[config.mk]
export PLATFORM = sky130hd
export DESIGN_NAME = simd_masked_add
export DESIGN_NICKNAME = d
export VERILOG_FILES = /design/src/rtl/simd_add_pkg.sv /design/src/rtl/simd_lane_map.sv /design/src/rtl/simd_seg_adder.sv /design/src/rtl/simd_sat_merge.sv /design/src/rtl/simd_masked_add.sv
export SDC_FILE = /design/constraint.sdc
export NUM_CORES = 1
export LEC_CHECK = 0
export ABC_AREA = 1
export BUFFER_PORTS_ARGS = -buffer_cell sky130_fd_sc_hd__buf_2
export CORE_AREA = 2 2 208 210
export CTS_BUF_LIST = sky130_fd_sc_hd__clkbuf_2
export DETAILED_ROUTE_END_ITERATION = 7
export DIE_AREA = 0 0 210 212
export GPL_ROUTABILITY_DRIVEN = 0
export RECOVER_POWER = 50
export SYNTH_ARGS = -nofsm -noshare
export SYNTH_HDL_FRONTEND = slang
export SYNTH_SLANG_ARGS = --single-unit
[constraint.sdc]
create_clock -name clk -period 5.5 [get_ports clk]
set_clock_uncertainty 0.05 [all_clocks]
set_input_delay 0.55 -clock clk [delete_from_list [all_inputs] [get_ports clk]]
set_output_delay 0.55 -clock clk [all_outputs]
set_load 0.02 [all_outputs]
[src/rtl/simd_add_pkg.sv]
package simd_add_pkg;

  typedef enum logic [1:0] {
    ESZ_8   = 2'b00,
    ESZ_16  = 2'b01,
    ESZ_32  = 2'b10,
    ESZ_RSV = 2'b11
  } esz_e;

endpackage

[src/rtl/simd_lane_map.sv]
module simd_lane_map
  import simd_add_pkg::*;
#(
  parameter int NSEG  = 16,
  parameter int IDX_W = $clog2(NSEG)
) (
  input  esz_e                        esz,
  output logic [NSEG-1:0]             seg_first,
  output logic [NSEG-1:0][IDX_W-1:0]  seg_base,
  output logic [NSEG-1:0][IDX_W-1:0]  seg_top
);

  logic [IDX_W-1:0] span;

  // number of extra segments in a lane, as a low-bit mask
  always_comb begin
    case (esz)
      ESZ_16:  span = IDX_W'(1);
      ESZ_32:  span = IDX_W'(3);
      default: span = '0;
    endcase
  end

  always_comb begin
    for (int i = 0; i < NSEG; i++) begin
      seg_base[i]  = IDX_W'(i) & ~span;
      seg_top[i]   = IDX_W'(i) | span;
      seg_first[i] = ((IDX_W'(i) & span) == '0);
    end
  end

endmodule

[src/rtl/simd_seg_adder.sv]
module simd_seg_adder #(
  parameter int NSEG  = 16,
  parameter int SEG_W = 8,
  localparam int VW   = NSEG * SEG_W
) (
  input  logic [VW-1:0]   op_a,
  input  logic [VW-1:0]   op_b,
  input  logic [NSEG-1:0] seg_first,
  output logic [VW-1:0]   raw_sum
);

  logic [NSEG-1:0] cin;
  logic [NSEG-2:0] cout;

  for (genvar g = 0; g < NSEG; g++) begin : g_seg
    // a lane's first segment never takes the carry of the segment below it
    if (g == 0) begin : g_lo
      assign cin[g] = 1'b0;
    end else begin : g_hi
      assign cin[g] = ~seg_first[g] & cout[g-1];
    end

    if (g == NSEG - 1) begin : g_last
      assign raw_sum[g*SEG_W +: SEG_W] =
        op_a[g*SEG_W +: SEG_W] + op_b[g*SEG_W +: SEG_W] + {{(SEG_W-1){1'b0}}, cin[g]};
    end else begin : g_mid
      assign {cout[g], raw_sum[g*SEG_W +: SEG_W]} =
        {1'b0, op_a[g*SEG_W +: SEG_W]} + {1'b0, op_b[g*SEG_W +: SEG_W]}
        + {{SEG_W{1'b0}}, cin[g]};
    end
  end

endmodule

[src/rtl/simd_sat_merge.sv]
module simd_sat_merge
  import simd_add_pkg::*;
#(
  parameter int NSEG  = 16,
  parameter int SEG_W = 8,
  parameter int IDX_W = $clog2(NSEG),
  localparam int VW   = NSEG * SEG_W
) (
  input  esz_e                        esz,
  input  logic                        sat_en,
  input  logic [NSEG-1:0]             lane_mask,
  input  logic [VW-1:0]               op_a,
  input  logic [VW-1:0]               op_b,
  input  logic [VW-1:0]               raw_sum,
  input  logic [VW-1:0]               dst_old,
  input  logic [NSEG-1:0][IDX_W-1:0]  seg_base,
  input  logic [NSEG-1:0][IDX_W-1:0]  seg_top,
  output logic [VW-1:0]               merged
);

  always_comb begin
    for (int i = 0; i < NSEG; i++) begin
      int          hi;
      logic        sa, sb, ss, ovf, on;
      logic [SEG_W-1:0] seg;
      hi  = int'(seg_top[i]) * SEG_W + SEG_W - 1;
      sa  = op_a[hi];
      sb  = op_b[hi];
      ss  = raw_sum[hi];
      ovf = sat_en && (sa == sb) && (ss != sa);
      if (ovf) begin
        if (IDX_W'(i) == seg_top[i]) seg = sa ? {1'b1, {(SEG_W-1){1'b0}}}
                                             : {1'b0, {(SEG_W-1){1'b1}}};
        else                         seg = sa ? '0 : '1;
      end else begin
        seg = raw_sum[i*SEG_W +: SEG_W];
      end
      on = lane_mask[seg_base[i]] && (esz != ESZ_RSV);
      merged[i*SEG_W +: SEG_W] = on ? seg : dst_old[i*SEG_W +: SEG_W];
    end
  end

endmodule

[src/rtl/simd_masked_add.sv]
module simd_masked_add
  import simd_add_pkg::*;
#(
  parameter int VEC_W  = 128,
  parameter int SEG_W  = 8,
  localparam int NSEG  = VEC_W / SEG_W,
  localparam int IDX_W = $clog2(NSEG),
  localparam int L16   = 2 * SEG_W,
  localparam int L32   = 4 * SEG_W
) (
  input  logic             clk,
  input  logic             rst_n,
  input  logic             in_valid,
  input  logic [1:0]       esz,
  input  logic             sat_en,
  input  logic [NSEG-1:0]  lane_mask,
  input  logic [VEC_W-1:0] op_a,
  input  logic [VEC_W-1:0] op_b,
  input  logic [VEC_W-1:0] dst_old,
  output logic             out_valid,
  output logic [VEC_W-1:0] result
);

  esz_e                       esz_t;
  logic [1:0]                 rst_sync;
  logic                       rst_ok_n;
  logic [NSEG-1:0]            seg_first;
  logic [NSEG-1:0][IDX_W-1:0] seg_base;
  logic [NSEG-1:0][IDX_W-1:0] seg_top;
  logic [VEC_W-1:0]           raw_sum;
  logic [VEC_W-1:0]           merged;
  logic [VEC_W-1:0]           res_d, res_q;
  logic                       vld_q;

  assign esz_t = esz_e'(esz);

  // asynchronous assertion, synchronous release
  always_ff @(posedge clk or negedge rst_n) begin
    if (!rst_n) rst_sync <= 2'b00;
    else        rst_sync <= {rst_sync[0], 1'b1};
  end
  assign rst_ok_n = rst_sync[1];

  simd_lane_map #(.NSEG(NSEG), .IDX_W(IDX_W)) u_map (
    .esz       (esz_t),
    .seg_first (seg_first),
    .seg_base  (seg_base),
    .seg_top   (seg_top)
  );

  simd_seg_adder #(.NSEG(NSEG), .SEG_W(SEG_W)) u_add (
    .op_a      (op_a),
    .op_b      (op_b),
    .seg_first (seg_first),
    .raw_sum   (raw_sum)
  );

  simd_sat_merge #(.NSEG(NSEG), .SEG_W(SEG_W), .IDX_W(IDX_W)) u_sat (
    .esz       (esz_t),
    .sat_en    (sat_en),
    .lane_mask (lane_mask),
    .op_a      (op_a),
    .op_b      (op_b),
    .raw_sum   (raw_sum),
    .dst_old   (dst_old),
    .seg_base  (seg_base),
    .seg_top   (seg_top),
    .merged    (merged)
  );

  // next state: load on strobe, hold otherwise
  always_comb begin
    res_d = res_q;
    if (in_valid) res_d = merged;
  end

  always_ff @(posedge clk or negedge rst_ok_n) begin
    if (!rst_ok_n) begin
      vld_q <= 1'b0;
      res_q <= '0;
    end else begin
      vld_q <= in_valid;
      res_q <= res_d;
    end
  end

  assign out_valid = vld_q;
  assign result    = res_q;

  // strobe produces valid one cycle later
  p_valid_lat_r8: assert property (@(posedge clk) disable iff (!rst_ok_n)
    in_valid |=> out_valid);

  // no strobe, no valid and no change of the result
  p_hold_r10: assert property (@(posedge clk) disable iff (!rst_ok_n)
    !in_valid |=> (!out_valid && $stable(result)));

  // reserved width passes the old destination through
  p_rsv_pass_r7: assert property (@(posedge clk) disable iff (!rst_ok_n)
    (in_valid && esz_t == ESZ_RSV) |=> (result == $past(dst_old)));

  // lowest lane disabled keeps the old byte
  p_mask_off_r6: assert property (@(posedge clk) disable iff (!rst_ok_n)
    (in_valid && esz_t != ESZ_RSV && !lane_mask[0])
    |=> (result[SEG_W-1:0] == $past(dst_old[SEG_W-1:0])));

  // second 32-bit lane is its own wrapping sum
  p_lane_iso_r2: assert property (@(posedge clk) disable iff (!rst_ok_n)
    (in_valid && esz_t == ESZ_32 && !sat_en && lane_mask[4])
    |=> (result[2*L32-1:L32] == $past(op_a[2*L32-1:L32] + op_b[2*L32-1:L32])));

  // two non-negative 16-bit operands never give a negative lane
  p_no_wrap_r3: assert property (@(posedge clk) disable iff (!rst_ok_n)
    (in_valid && sat_en && esz_t == ESZ_16 && lane_mask[0]
     && !op_a[L16-1] && !op_b[L16-1]) |=> !result[L16-1]);

endmodule

* Yosys cells after proc, flatten, opt, wreduce, memory -nomap -nowiden
Index checks and enable logic that the tools add are counted.
** Cells by class
- Add/subtract/negate cells :: 61
- Multipliers :: 0
- Div/mod/pow operators :: 0
- $lt $le $gt $ge :: 30
- Equality and inequality tests :: 35
- Shift-type cells :: 0
- Mux-type cells :: 244
- Bitwise operators :: 31
- Reductions and logical operators :: 73
** Operators with widths (count)
- $mux 8 :: 78
- $lt 32x9->1 const B :: 15
- $sub 32x2->32 const B :: 15
- $bmux 1 s7 :: 45
- $add 8x8->9 :: 15
- $add 9x1->9 :: 14
- $mux 1 :: 109
- $add 7x4->8 const B :: 6
- $logic_and 1x1->1 :: 48
- $logic_not 4->1 :: 12
- $lt 4x5->1 const B :: 8
- $add 6x4->7 const B :: 3
- $lt 3x5->1 const B :: 4
- $add 5x4->6 const B :: 3
- $eq 1x1->1 :: 16
- $ne 1x1->1 :: 16
- $and 1x1->1 :: 15
- $not 1->1 :: 15
- $bmux 1 s2 :: 6
- $bmux 1 s3 :: 4
- $logic_not 3->1 :: 4
- $logic_not 4->1 const A :: 3
- $logic_not 2->1 :: 5
- $lt 2x5->1 const B :: 2
- 13 further kinds :: 13
** Word-level totals
- Bits in registers :: 131
- Latch bits :: 0
- Memory bits (writable) :: 0
- ROM bits :: 0
- Input bits :: 406
- Output and inout bits :: 129
- Word-level logic and storage cells :: 477
- Memories :: 0

* Logic depth before layout (Yosys ltp)
- Depth after elaboration :: 41
- Depth in mapped cells :: 48
- Depth with buffers taken out :: 48

* By module
Synthesis repeated with hierarchy kept, for this count alone.
** Second synthesis, totals
- Cell total of the unflattened synthesis :: 4453
- Area, all modules :: 26025.0 um2
** Modules (own cells, without submodules)
- simd_sat_merge :: instances 1, cells each 2808, area each 13645.6 um2, sequential area each 0.0 um2
- simd_seg_adder :: instances 1, cells each 953, area each 6246.0 um2, sequential area each 0.0 um2
- simd_masked_add :: instances 1, cells each 545, area each 5038.6 um2, sequential area each 3278.1 um2
- simd_lane_map :: instances 1, cells each 147, area each 1094.8 um2, sequential area each 0.0 um2

* Worst setup path after synthesis
Ideal clock, no wire load.
- Path type :: input port to flip-flop
- From :: in op_a[0]
- To :: reg res_q[26], in the netlist result[26]
- Library setup time :: 123 ps
- Arrival :: 6750 ps
- Data required time :: 5327 ps
- Slack :: -1423 ps
- Stages :: 45
- Path buffers :: 0
- Path through :: ha_1 -> fa_1 -> nand2_1 -> a21oi_1 -> or2_2 -> a21oi_1 -> inv_1 -> nand2_1 -> a21boi_0 -> o21ai_0 -> a21oi_1 -> fa_1 -> fa_1 -> nand2_1 -> a21oi_1 -> or2_2 -> a21oi_1 -> o21bai_1 -> (+9 left out) -> a21oi_1 -> o21bai_1 -> nand2_1 -> a21oi_1 -> o21ai_0 -> fa_1 -> nand3b_1 -> nand2_1 -> nand2_1 -> nand2_1 -> nand2_1 -> nand2_1 -> xor2_1 -> nor2_4 -> a21oi_4 -> o21ai_0 -> inv_1 -> o21ai_1
** On the way
- Longest elaborated chain between the ends :: 38
- Elaborated cells on any way between the ends :: 46
- Classes of those cells :: add/sub (16); eq/ne (2); mux (11); bitwise (15); reduce/logical (2)
** RTL lines
- from (decl) :: line simd_masked_add.sv:17 : input logic [VEC_W-1:0] op_a,
- $add 8x8->9 :: line simd_seg_adder.sv:28 : {1'b0, op_a[g*SEG_W +: SEG_W]} + {1'b0, op_b[g*SEG_W +: SEG_W]}
- $and 1x1->1 :: line simd_seg_adder.sv:20 : assign cin[g] = ~seg_first[g] & cout[g-1];
- $add 9x1->9 :: line simd_seg_adder.sv:29 : + {{SEG_W{1'b0}}, cin[g]};
- $and 1x1->1 :: line simd_seg_adder.sv:20
- $add 9x1->9 :: line simd_seg_adder.sv:29
- $and 1x1->1 :: line simd_seg_adder.sv:20
- $add 9x1->9 :: line simd_seg_adder.sv:29
- $and 1x1->1 :: line simd_seg_adder.sv:20
- (+21 left out)
- $and 1x1->1 :: line simd_seg_adder.sv:20
- $add 8x1->8 :: line simd_seg_adder.sv:25 : op_a[g*SEG_W +: SEG_W] + op_b[g*SEG_W +: SEG_W] + {{(SEG_W-1){1'b0}}, cin[g]};
- $bmux 1 s7 :: line simd_sat_merge.sv:29 : ss = raw_sum[hi];
- $mux 1 (not written as such) (2 in a row) :: line simd_sat_merge.sv:29
- $ne 1x1->1 :: line simd_sat_merge.sv:30 : ovf = sat_en && (sa == sb) && (ss != sa);
- $logic_and 1x1->1 :: line simd_sat_merge.sv:30
- $mux 8 (*) :: line simd_sat_merge.sv:31 : if (ovf) begin
- $mux 8 (*) :: line simd_sat_merge.sv:39 : merged[i*SEG_W +: SEG_W] = on ? seg : dst_old[i*SEG_W +: SEG_W];
- to (signal assigned) :: line simd_masked_add.sv:83 : res_q <= res_d;
- to (decl) :: line simd_masked_add.sv:32 : logic [VEC_W-1:0] res_d, res_q;
Every way passes the cells marked *; elsewhere a longest branch is shown, timed or not. The select of a mux whose other input is x is not followed.
A chain may end at the register's enable or synchronous reset.

* Worst setup path in the final report
- From :: in op_b[2]
- To :: reg res_q[14], in the netlist result[14]
** On the way
- Longest elaborated chain between the ends :: 38
- Elaborated cells on any way between the ends :: 43
- Classes of those cells :: add/sub (16); eq/ne (2); mux (8); bitwise (15); reduce/logical (2)
** RTL lines
- from (decl) :: line simd_masked_add.sv:18 : input logic [VEC_W-1:0] op_b,
- $add 8x8->9 :: line simd_seg_adder.sv:28
- $and 1x1->1 :: line simd_seg_adder.sv:20
- $add 9x1->9 :: line simd_seg_adder.sv:29
- $and 1x1->1 :: line simd_seg_adder.sv:20
- $add 9x1->9 :: line simd_seg_adder.sv:29
- $and 1x1->1 :: line simd_seg_adder.sv:20
- $add 9x1->9 :: line simd_seg_adder.sv:29
- $and 1x1->1 :: line simd_seg_adder.sv:20
- (+21 left out)
- $and 1x1->1 :: line simd_seg_adder.sv:20
- $add 8x1->8 :: line simd_seg_adder.sv:25
- $bmux 1 s7 :: line simd_sat_merge.sv:29
- $mux 1 (not written as such) (2 in a row) :: line simd_sat_merge.sv:29
- $ne 1x1->1 :: line simd_sat_merge.sv:30
- $logic_and 1x1->1 :: line simd_sat_merge.sv:30
- $mux 8 (*) :: line simd_sat_merge.sv:31
- $mux 8 (*) :: line simd_sat_merge.sv:39
Marked as above.

==> impl_metrics.ini <==
[global_route]
grt_usage_pct = 26.1
antenna_found_initial = 20
grt_pass1_wl_um = 90600
grt.overflow.total = 0
grt_max_degree = 111
grt_pass1_vias = 17500

[sta]
drv_slew = 92
finalHoldViolCount = 0
rsz0062_at_grt = true
fin_hold_ws_ns = 0.0377
period_share_pct = 116
worst_pin_slew_ns = 2.79
min_period_ns = 6.37
relSlewSlack_pct = -86.2
clock.fmax_mhz = 157
setup_violations = 127
finalWorstSetupSlack_ns = -0.867

[min_path]
hold_class = primary input to register
hold_start = op_b[16]
min_delay_path_depth = 4

[power_and_ir_drop]
vdd_drop_max_mv = 0.141
p_per_area_nw_per_um2 = 202
power.total_mw = 4.48
power_leakage_nw = 11.4

[synthesis]
yosysWarnings = 0
synth_nets = 2519
synth_cell_type_count = 47
synth_top_cell_by_area = dfrtp_1
synth_edf_count = 0
ys_top_cells_by_area = dfrtp_1 (25%), nand2_1 (16%), ha_1 (12%)
syn_area_per_cell_um2 = 6.75
ys_async_sr_fraction_pct = 100
yosysSeqAreaShare_pct = 24.8
synthFlopType = dfrtp_1
yosys.cell_count.top_type = nand2_1
syn_inst = 1962
synth.top_cell.area_share_pct = 24.8
synth_common_cells = nand2_1 (566), inv_1 (204), o21ai_0 (179)
ys_ff_latch = 131
syn_area_um2 = 13200

[final_layout]
drive_above_1_share_pct = 42.3
n_fill_cell = 3997
final_cell_count_no_fill = 3469
syn_to_final_growth_pct = 67.5
fin_nets = 3449

[routing]
drc = 0
viasPerCell = 4.98
wl_per_cell_um = 17.5
first_pass_iters = 6
drt_wl_total_um = 60700
drt-initial-drc-count = 1011
postRouteAntennaNets = 0
vias = 17300

[setup_path]
critical_path_arrival_ns = 7.15
slowest_stage = ha_1
critPathMaxStageDelay_ns = 0.32
endpoint_kind = register
rr_worst_depth = 1
r2r-start = rst_sync[1]
critPathMaxFanout = 3
start_kind = primary input
crit_top_cell = buf_4
critPathLaunch = op_b[2]
worstPathRequired_ns = 6.28
critical_path_class = primary input to register

[die]
initial_core_util_pct = 31.2
ios = 535
die_area_um2 = 44500
dieWidth_um = 210
core_um2 = 42500
rows = 76
dieHeight_um = 212

[clock_network]
path_clk_slew_ns = 0.27
clk_latency_ns = 0.92
cts_buffers = 17
cts_root_buffer = clkbuf_2
cts_buffer_depth = 2
htreeDepth = 4
cts_sinks = 131
cts_tree = done

[run_status]
status = finished, violations left
failed_checks = max-capacitance violations, max-slew violations, negative setup slack

[placement]
dpl.hpwl_um = 43300
dp_cells = 3095
io_buffer_count = 534
place_ws_ns = -1.70

[job]
drv_cap = 2
==> placed cells by master (no fill, tap or decap), types with 5 or more instances in the layout <==
cell type        n
nor2_1         166
diode_2         18
o21ai_1         65
nand3_2         41
a21oi_2         85
or2_4            7
a21oi_4          6
o211ai_1        29
nand2_4         14
buf_4          218
dfrtp_1        131
nand2_1        478
nand4_1         12
o21bai_1        10
clkinv_2         7
ha_4             6
or2_2           34
buf_2          525
xnor2_1          9
inv_2           15
a31oi_4          7
fa_2            27
nand3_1         62
dlygate4sd3_1  171
xor2_1          46
inv_1          185
clkbuf_2        18
nand2_2         77
o21a_1          12
nand3_4         24
nand3b_1         5
o21ai_0        101
a21oi_1         54
ha_1           117
o21ai_2         29
buf_6           38
==> kinds of logic after synthesis <==
logic type / share of synthesized area [%]
xor+xnor: 3.84
fa+ha+maj: 15.9
simple gates: 30.5
compound gates: 17.3
other cells: 0.0283
buf+inv: 7.68
flops: 24.8
==> per-stage QoR <==
stage / area [um2] / utilization [%] / setup TNS [ns]
floorplan: 13700 / - / -76.94
global placement: 17600 / 41.5 / -164.79
detailed placement: 17600 / 41.5 / -185.14
CTS: 21200 / 50.0 / -16.90
global route: 22200 / 52.2 / -87.88
finish: 22200 / 52.2 / -52.83
==> path summary, 6_finish.rpt <==
kind                               end  slack, ns
setup / recovery            result[14]      -0.87
hold / removal              result[16]       0.04
setup reg to reg            result[36]       1.31
hold reg to reg            rst_sync[1]       0.35
max in group asynchronous   result[36]       1.31
min in group asynchronous  rst_sync[0]       0.38
==> where the power goes <==
part / leakage, nW / switching [mW] / internal [mW]
Sequential: 1.56 / 0.0995 / 1.11
Clock: 0.150 / 0.468 / 0.250
Combinational: 9.67 / 1.45 / 1.11
==> worst max-delay path: cells and delay by family <==
family / cells / cell delay, ns
buf+inv: 33 / 4.04
compound gates: 8 / 0.91
simple gates: 10 / 0.86
fa+ha+maj: 3 / 0.78
==> registers in the layout (all words and copies together) (netlist names) <==
| name | cells |
|---|---|
| rst_sync | 2 |
| out_valid | 1 |
| result | 128 |
==> metal layers <==
metal,wire length (um),GRT usage (%)
met3,3910,5.48
met5,33,0
met4,3320,16.0
met2,29300,44.6
met1,24100,30.0
==> repair_timing <==
action | CTS | global route
hold endpoints to repair | 131 | 0
gates cloned | 2 | 1
hold buffers | 171 | 0
pin swaps | 83 | 102
endpoints found under the setup margin | 128 | 128
gates resized for setup | 178 | 201
setup buffers | 156 | 33
==> layout make-up <==
cell class	count	area (um2)	share of cell area, %
Tap cell	546	683	3.08
Multi-Input combinational cell	1576	10600	47.9
Antenna cell	18	45.0	0.203
Clock inverter	15	165	0.745
Timing Repair Buffer	959	6500	29.3
Sequential cell	131	3280	14.8
Inverter	207	797	3.59
Clock buffer	17	85.1	0.384
(Power assumes the default switching activity.)
